$ cat src/rtl/hme_pkg.sv
// Shared constants for the masked hit multiplicity encoder.
// Assumes at most 16 links and link words of at most 32 bits.
package hme_pkg;
    localparam int CFG_ADDR_W = 6;
    localparam int CFG_DATA_W = 32;
    localparam logic [CFG_ADDR_W-1:0] ADDR_THRESH      = 6'd16;
    localparam logic [CFG_ADDR_W-1:0] ADDR_LINK_EN     = 6'd17;
    localparam logic [CFG_ADDR_W-1:0] ADDR_SCALER_BASE = 6'd32;
endpackage

$ cat src/rtl/hme_link.sv
// One link's count path: stage 1 registers the masked and enabled word,
// stage 2 registers the saturated popcount and the threshold flag.
// Assumes LINK_BITS >= 2**MULT_W - 1, so all-ones saturates.
module hme_link #(
    parameter int LINK_BITS = 16,
    parameter int MULT_W    = 4
) (
    input  logic                 clk,
    input  logic                 rst_n,
    input  logic [LINK_BITS-1:0] tbit,
    input  logic [LINK_BITS-1:0] mask,
    input  logic                 link_en,
    input  logic [MULT_W-1:0]    thresh,
    output logic [MULT_W-1:0]    mult,
    output logic                 hit
);
    localparam int SUM_W    = $clog2(LINK_BITS + 1);
    localparam int MULT_MAX = (1 << MULT_W) - 1;

    logic [LINK_BITS-1:0] s1_q;
    logic [SUM_W-1:0]     sum_c;
    logic [MULT_W-1:0]    sat_c;
    logic [MULT_W-1:0]    mult_q;
    logic                 hit_q;

    // Stage 1: keep only enabled bits of an enabled link.
    always_ff @(posedge clk) begin
        if (!rst_n)       s1_q <= '0;
        else if (link_en) s1_q <= tbit & mask;
        else              s1_q <= '0;
    end

    // Count the surviving bits and clamp to the multiplicity range.
    always_comb begin
        sum_c = '0;
        for (int i = 0; i < LINK_BITS; i++) sum_c = sum_c + SUM_W'(s1_q[i]);
        if (int'(sum_c) > MULT_MAX) sat_c = MULT_W'(MULT_MAX);
        else                        sat_c = MULT_W'(sum_c);
    end

    // Stage 2: register multiplicity and strict greater-than flag.
    always_ff @(posedge clk) begin
        if (!rst_n) begin
            mult_q <= '0;
            hit_q  <= 1'b0;
        end else begin
            mult_q <= sat_c;
            hit_q  <= (sat_c > thresh);
        end
    end

    assign mult = mult_q;
    assign hit  = hit_q;

    assert_saturate_R4: assert property (@(posedge clk) disable iff (!rst_n)
        (&s1_q) |=> (mult_q == MULT_W'(MULT_MAX)));
    assert_hit_rule_R5: assert property (@(posedge clk) disable iff (!rst_n)
        hit_q == (mult_q > $past(thresh)));
    assert_link_off_R6: assert property (@(posedge clk) disable iff (!rst_n)
        !$past(link_en, 2) |-> (mult_q == '0 && !hit_q));
endmodule

$ cat src/rtl/hme_scaler.sv
// Saturating event counter with a synchronous clear that has priority.
module hme_scaler #(
    parameter int W = 32
) (
    input  logic         clk,
    input  logic         rst_n,
    input  logic         clear,
    input  logic         inc,
    output logic [W-1:0] count
);
    logic [W-1:0] cnt_q;

    // Count events, hold at all ones, clear on request.
    always_ff @(posedge clk) begin
        if (!rst_n || clear)      cnt_q <= '0;
        else if (inc && !(&cnt_q)) cnt_q <= cnt_q + 1'b1;
    end

    assign count = cnt_q;

    assert_clear_R9: assert property (@(posedge clk) disable iff (!rst_n)
        clear |=> (cnt_q == '0));
    assert_no_wrap_R8: assert property (@(posedge clk) disable iff (!rst_n)
        ((&cnt_q) && !clear) |=> (&cnt_q));
    assert_idle_hold_R7: assert property (@(posedge clk) disable iff (!rst_n)
        (!clear && !inc) |=> $stable(cnt_q));
endmodule

$ cat src/rtl/hme_regs.sv
// Configuration store and read multiplexer: per-link masks, shared
// threshold, link enables, scaler readback and scaler clear strobes.
// Assumes NUM_LINKS <= 16, LINK_BITS <= 32 and SCALER_W <= 32.
module hme_regs
    import hme_pkg::*;
#(
    parameter int                 NUM_LINKS = 12,
    parameter int                 LINK_BITS = 16,
    parameter int                 MULT_W    = 4,
    parameter int                 SCALER_W  = 32,
    parameter logic [NUM_LINKS-1:0] EN_RESET = '1
) (
    input  logic                            clk,
    input  logic                            rst_n,
    input  logic                            cfg_we,
    input  logic [CFG_ADDR_W-1:0]           cfg_addr,
    input  logic [CFG_DATA_W-1:0]           cfg_wdata,
    input  logic [NUM_LINKS*SCALER_W-1:0]   scaler_flat,
    output logic [NUM_LINKS*LINK_BITS-1:0]  mask_flat,
    output logic [MULT_W-1:0]               thresh,
    output logic [NUM_LINKS-1:0]            link_en,
    output logic [NUM_LINKS-1:0]            scaler_clr,
    output logic [CFG_DATA_W-1:0]           cfg_rdata
);
    logic [LINK_BITS-1:0] mask_q [NUM_LINKS];
    logic [MULT_W-1:0]    thresh_q;
    logic [NUM_LINKS-1:0] en_q;

    // Register writes; masks reset to all enabled.
    always_ff @(posedge clk) begin
        if (!rst_n) begin
            for (int n = 0; n < NUM_LINKS; n++) mask_q[n] <= '1;
            thresh_q <= '0;
            en_q     <= EN_RESET;
        end else if (cfg_we) begin
            for (int n = 0; n < NUM_LINKS; n++)
                if (cfg_addr == CFG_ADDR_W'(n)) mask_q[n] <= cfg_wdata[LINK_BITS-1:0];
            if (cfg_addr == ADDR_THRESH)  thresh_q <= cfg_wdata[MULT_W-1:0];
            if (cfg_addr == ADDR_LINK_EN) en_q     <= cfg_wdata[NUM_LINKS-1:0];
        end
    end

    // Scaler clear strobes from writes to the scaler window.
    always_comb begin
        for (int n = 0; n < NUM_LINKS; n++)
            scaler_clr[n] = cfg_we && (cfg_addr == ADDR_SCALER_BASE + CFG_ADDR_W'(n));
    end

    // Combinational read multiplexer; unmapped addresses read zero.
    always_comb begin
        cfg_rdata = '0;
        for (int n = 0; n < NUM_LINKS; n++) begin
            if (cfg_addr == CFG_ADDR_W'(n))
                cfg_rdata[LINK_BITS-1:0] = mask_q[n];
            if (cfg_addr == ADDR_SCALER_BASE + CFG_ADDR_W'(n))
                cfg_rdata[SCALER_W-1:0] = scaler_flat[n*SCALER_W +: SCALER_W];
        end
        if (cfg_addr == ADDR_THRESH)  cfg_rdata[MULT_W-1:0]    = thresh_q;
        if (cfg_addr == ADDR_LINK_EN) cfg_rdata[NUM_LINKS-1:0] = en_q;
    end

    // Flatten the mask array for the link instances.
    always_comb begin
        for (int n = 0; n < NUM_LINKS; n++) mask_flat[n*LINK_BITS +: LINK_BITS] = mask_q[n];
    end

    assign thresh  = thresh_q;
    assign link_en = en_q;

    assert_thresh_write_R5: assert property (@(posedge clk) disable iff (!rst_n)
        (cfg_we && cfg_addr == ADDR_THRESH) |=> (thresh_q == $past(cfg_wdata[MULT_W-1:0])));
    assert_clr_onehot_R9: assert property (@(posedge clk) disable iff (!rst_n)
        $onehot0(scaler_clr));
endmodule

$ cat src/rtl/hit_mult_enc.sv
// Top level: NUM_LINKS count paths, one scaler per link and the
// configuration store. The last NUM_SPARE links reset to switched off.
// Assumes the trigger words are already synchronous to clk.
module hit_mult_enc
    import hme_pkg::*;
#(
    parameter int NUM_LINKS = 12,
    parameter int NUM_SPARE = 2,
    parameter int LINK_BITS = 16,
    parameter int MULT_W    = 4,
    parameter int SCALER_W  = 32
) (
    input  logic                           clk,
    input  logic                           rst_n,
    input  logic [NUM_LINKS*LINK_BITS-1:0] tbit_i,
    input  logic                           cfg_we,
    input  logic [CFG_ADDR_W-1:0]          cfg_addr,
    input  logic [CFG_DATA_W-1:0]          cfg_wdata,
    output logic [CFG_DATA_W-1:0]          cfg_rdata,
    output logic [NUM_LINKS*MULT_W-1:0]    mult_o,
    output logic [NUM_LINKS-1:0]           hit_o
);
    localparam int NUM_ACTIVE = NUM_LINKS - NUM_SPARE;
    localparam logic [NUM_LINKS-1:0] EN_RESET =
        NUM_LINKS'((64'd1 << NUM_ACTIVE) - 64'd1);

    logic [NUM_LINKS*LINK_BITS-1:0] mask_flat;
    logic [MULT_W-1:0]              thresh;
    logic [NUM_LINKS-1:0]           link_en;
    logic [NUM_LINKS-1:0]           scaler_clr;
    logic [NUM_LINKS*SCALER_W-1:0]  scaler_flat;

    hme_regs #(
        .NUM_LINKS(NUM_LINKS), .LINK_BITS(LINK_BITS), .MULT_W(MULT_W),
        .SCALER_W(SCALER_W), .EN_RESET(EN_RESET)
    ) u_regs (
        .clk(clk), .rst_n(rst_n), .cfg_we(cfg_we), .cfg_addr(cfg_addr),
        .cfg_wdata(cfg_wdata), .scaler_flat(scaler_flat), .mask_flat(mask_flat),
        .thresh(thresh), .link_en(link_en), .scaler_clr(scaler_clr),
        .cfg_rdata(cfg_rdata)
    );

    for (genvar n = 0; n < NUM_LINKS; n++) begin : g_link
        hme_link #(.LINK_BITS(LINK_BITS), .MULT_W(MULT_W)) u_link (
            .clk(clk), .rst_n(rst_n),
            .tbit(tbit_i[n*LINK_BITS +: LINK_BITS]),
            .mask(mask_flat[n*LINK_BITS +: LINK_BITS]),
            .link_en(link_en[n]), .thresh(thresh),
            .mult(mult_o[n*MULT_W +: MULT_W]), .hit(hit_o[n])
        );
        hme_scaler #(.W(SCALER_W)) u_scaler (
            .clk(clk), .rst_n(rst_n), .clear(scaler_clr[n]), .inc(hit_o[n]),
            .count(scaler_flat[n*SCALER_W +: SCALER_W])
        );
    end
endmodule

$ cat config.mk
export PLATFORM = sky130hd
export DESIGN_NAME = hit_mult_enc
export DESIGN_NICKNAME = d
export VERILOG_FILES = /design/src/rtl/hme_pkg.sv /design/src/rtl/hme_link.sv /design/src/rtl/hme_scaler.sv /design/src/rtl/hme_regs.sv /design/src/rtl/hit_mult_enc.sv
export SDC_FILE = /design/constraint.sdc
export NUM_CORES = 2
export LEC_CHECK = 0
export BUFFER_PORTS_ARGS = -buffer_cell sky130_fd_sc_hd__clkbuf_2
export CORE_ASPECT_RATIO = 1.1
export CORE_UTILIZATION = 55
export CTS_CLUSTER_SIZE = 30
export DETAILED_ROUTE_END_ITERATION = 12
export GPL_ROUTABILITY_DRIVEN = 0
export PLACE_DENSITY_LB_ADDON = 0.05
export SETUP_SLACK_MARGIN = 0.15
export SYNTH_ARGS = -nofsm -noshare
export SYNTH_HDL_FRONTEND = slang
export SYNTH_SLANG_ARGS = --single-unit
export TNS_END_PERCENT = 10
$ cat constraint.sdc
create_clock -name clk -period 4.2 [get_ports clk]
set_input_delay 0.84 -clock clk [delete_from_list [all_inputs] [get_ports clk]]
set_output_delay 0.84 -clock clk [all_outputs]
set_load 0.1 [all_outputs]
==> flow_summary.yaml <==
sta:
  fmax_ghz: 0.220
  period_needed_ps: 4550
  slew_headroom: 0.186
  fin_setup_tns_ps: -3870
  hold_violations: 0
  period_share: 1.08
  setup_viol_count_final: 18
  tightest_slew_ps: 1210
  rsz0062_at_grt: "yes"
  skew_ps: 30.7
  drv_slew: 0
  holdWs_ps: 393
  setup_slack_ps: -349
cts:
  hold_buffers: 0
  cts_buffers: 88
  cts_tree: "built"
  cts_buffer_depth: 3
  cts_root_buf: "clkbuf_16"
  clk_pin_slew_worst_paths_ps: 60
  worstSkewPairLatency_ps: 680
  cts_max_level: 3
  clkSinkCount: 844
logic_synthesis:
  syn_nets: 5170
  synthFlopType: "dfxtp_1"
  syn_inst: 4697
  avgSynthCellArea_um2: 9.17
  synthTopCellsByArea: "dfxtp_1, edfxtp_1, fa_1"
  yosysUniqueCellTypes: 88
  async_flop_share: 0
  synth-seq-area-share: 0.437
  yosysWarnings: 0
  yosysTopAreaCell: "dfxtp_1"
  synth-edff-count: 192
  yosysTopAreaCellShare: 0.303
  ys_ff_latch: 844
  syn_area_mm2: 0.0431
place:
  port_buffers: 308
  hpwl_mm: 117
  dp_cells: 6147
run_status:
  status: "complete, but fails checks"
  failed_checks: "setup timing"
grt:
  grtUsageTotal: 0.372
  grt_remaining_overflow: 0
  grt_pass1_vias: 34800
  antenna_found_initial: 6
  grt_max_degree: 46
  grt_pass1_wl_mm: 217
floorplanning:
  die-area_mm2: 0.0795
  num_io_pins: 325
  core-area_mm2: 0.0775
  dieHeight_um: 296
  rows: 107
  start_util: 0.556
  die-width_um: 269
layout:
  drive_gt1_frac: 0.191
  seq_area_mm2: 0.0188
  nets: 5689
  n_fill_cell: 6322
  syn_to_final_growth_pct: 20.4
  fin_util: 0.669
  multi_input_area_mm2: 0.0228
  layoutNonFillerInstCount: 6327
pwr:
  power_leakage_nw: 20.7
  power.density_mw_per_mm2: 401
  p_total_mw: 20.8
  ir_drop_mv: 0.519
drt:
  ant_nets: 0
  avgRoutedWirePerCell_um: 23.8
  via_per_inst: 6.08
  routed_wl_mm: 151
  drt-initial-drc-count: 5467
  dr.pass1.iters: 9
  vias: 38500
  drt_drc_violations_left: 0
flow_run:
  maxCapViolations: 0
critical_path:
  arrival_ps: 5110
  worstSetupPathType: "flip-flop to flip-flop"
  cp-start-kind: "flip-flop"
  crit_required_ps: 4760
  end_kind: "flip-flop"
  cp_max_fo: 3
worst_hold_path:
  hold_class: "primary input to flip-flop"
## metal layers
metal	wire, um	share of wire	GRT usage	vias up
met5	43	0.00029	0	-
met2	63100	0.42	0.543	2299
met3	17600	0.12	0.0809	464
met1	60700	0.40	0.515	18200
met4	9270	0.062	0.198	4
li1	-	-	-	17500
## sequential cells by signal, summed over array words and instances (netlist names)
| name | count |
|---|---|
| g_link.u_link.s1_q | 192 |
| g_link.u_link.hit | 12 |
| u_regs.mask_q | 192 |
| u_regs.link_en | 12 |
| u_regs.thresh | 4 |
| g_link.u_link.mult | 48 |
| g_link.u_scaler.count | 384 |
## cell usage in the layout, fill, tap and decap left out, drive strengths merged, types with 122 or more instances in the layout
cell type	count
edfxtp	192
nand3	191
xnor2	169
nor2	489
buf	390
nor3	122
nand2	472
clkbuf	394
nand4	143
dfxtp	652
xor2	167
inv	327
and3	272
a21oi	124
## worst max-delay path: stages, from the launching register on
cell     delay (ps)
dfxtp_1         310
ha_1            270
inv_1            60
fa_1            510
inv_1            60
fa_1            460
fa_1            510
inv_1            50
fa_1            480
inv_1            50
fa_2            350
inv_2            60
fa_2            250
nor2b_4          60
o21ai_2         170
nand2_1         100
ha_1            280
nand3_1          90
o22ai_1          80
o221a_2         240
## cell usage after synthesis (all sizes together) (52+ instances only)
master and n:
nand4 143, and4 52, nor2b 71, o21ai 99, a21oi 124, and3 272, nand3 191, dfxtp 652
and2 78, nor2 489, buf 88, fa 120, nor3 122, nand2 472, a22oi 65, ha 120
clkbuf 145, edfxtp 192, xnor2 169, xor2 167, inv 323
## what timing repair did
item / 4_1_cts / 5_1_grt
pin swaps: 45 / 59
buffers inserted: 10 / 4
gates resized for setup: 106 / 112
endpoints found under the setup margin: 76 / 80
## logic make-up after synthesis
| kind of cell | after synthesis | share of synthesized area |
|---|---|---|
| XOR/XNOR | 336 | 0.0683 |
| AO/OA/AOI/OAI | 561 | 0.0894 |
| AND/OR/NAND/NOR | 2121 | 0.253 |
| adder cells (fa/ha/maj) | 240 | 0.0906 |
| buffers and inverters | 556 | 0.0516 |
| flip-flops | 844 | 0.437 |
| multiplexers | 39 | 0.0103 |
## final timing paths
check                                                               start                                        end  slack, ps  cells after the start
worst max-delay path                  g_link[9].u_link.s1_q[0]$_SDFF_PN0_            g_link[9].u_link.hit$_SDFF_PN0_       -350                     19
worst min register to register  g_link[1].u_scaler.count[25]$_SDFFE_PP0P_  g_link[1].u_scaler.count[25]$_SDFFE_PP0P_        500                      2
worst max register to register        g_link[9].u_link.s1_q[0]$_SDFF_PN0_            g_link[9].u_link.hit$_SDFF_PN0_       -350                     19
worst min-delay path                                          tbit_i[177]       g_link[11].u_link.s1_q[1]$_SDFF_PN0_        390                      2
## power by group
group	leakage [nW]	internal [mW]	switching, mW
combinational	12.1	1.38	2.50
sequential	7.22	8.67	0.494
clock	1.40	4.39	3.38
total	20.7	14.4	6.36
## area by class of cell
| type | instances | area share |
|---|---|---|
| multi-input combinational | 3297 | 0.440 |
| sequential | 844 | 0.363 |
| timing repair buffer | 662 | 0.0944 |
| clock buffer | 122 | 0.0477 |
| tap | 1035 | 0.0250 |
| inverter | 323 | 0.0234 |
| clock inverter | 41 | 0.00719 |
| antenna | 3 | 0.000145 |
## per-stage QoR
step                setup slack [ps]  instance area (um^2)
finish                          -349                 51900
CTS                             -398                 51400
global placement                -373                 48100
floorplan                       -528                 43200
global route                    -555                 51900
detailed placement              -454                 48100
No activity file was read; power rests on OpenSTA's default activity.
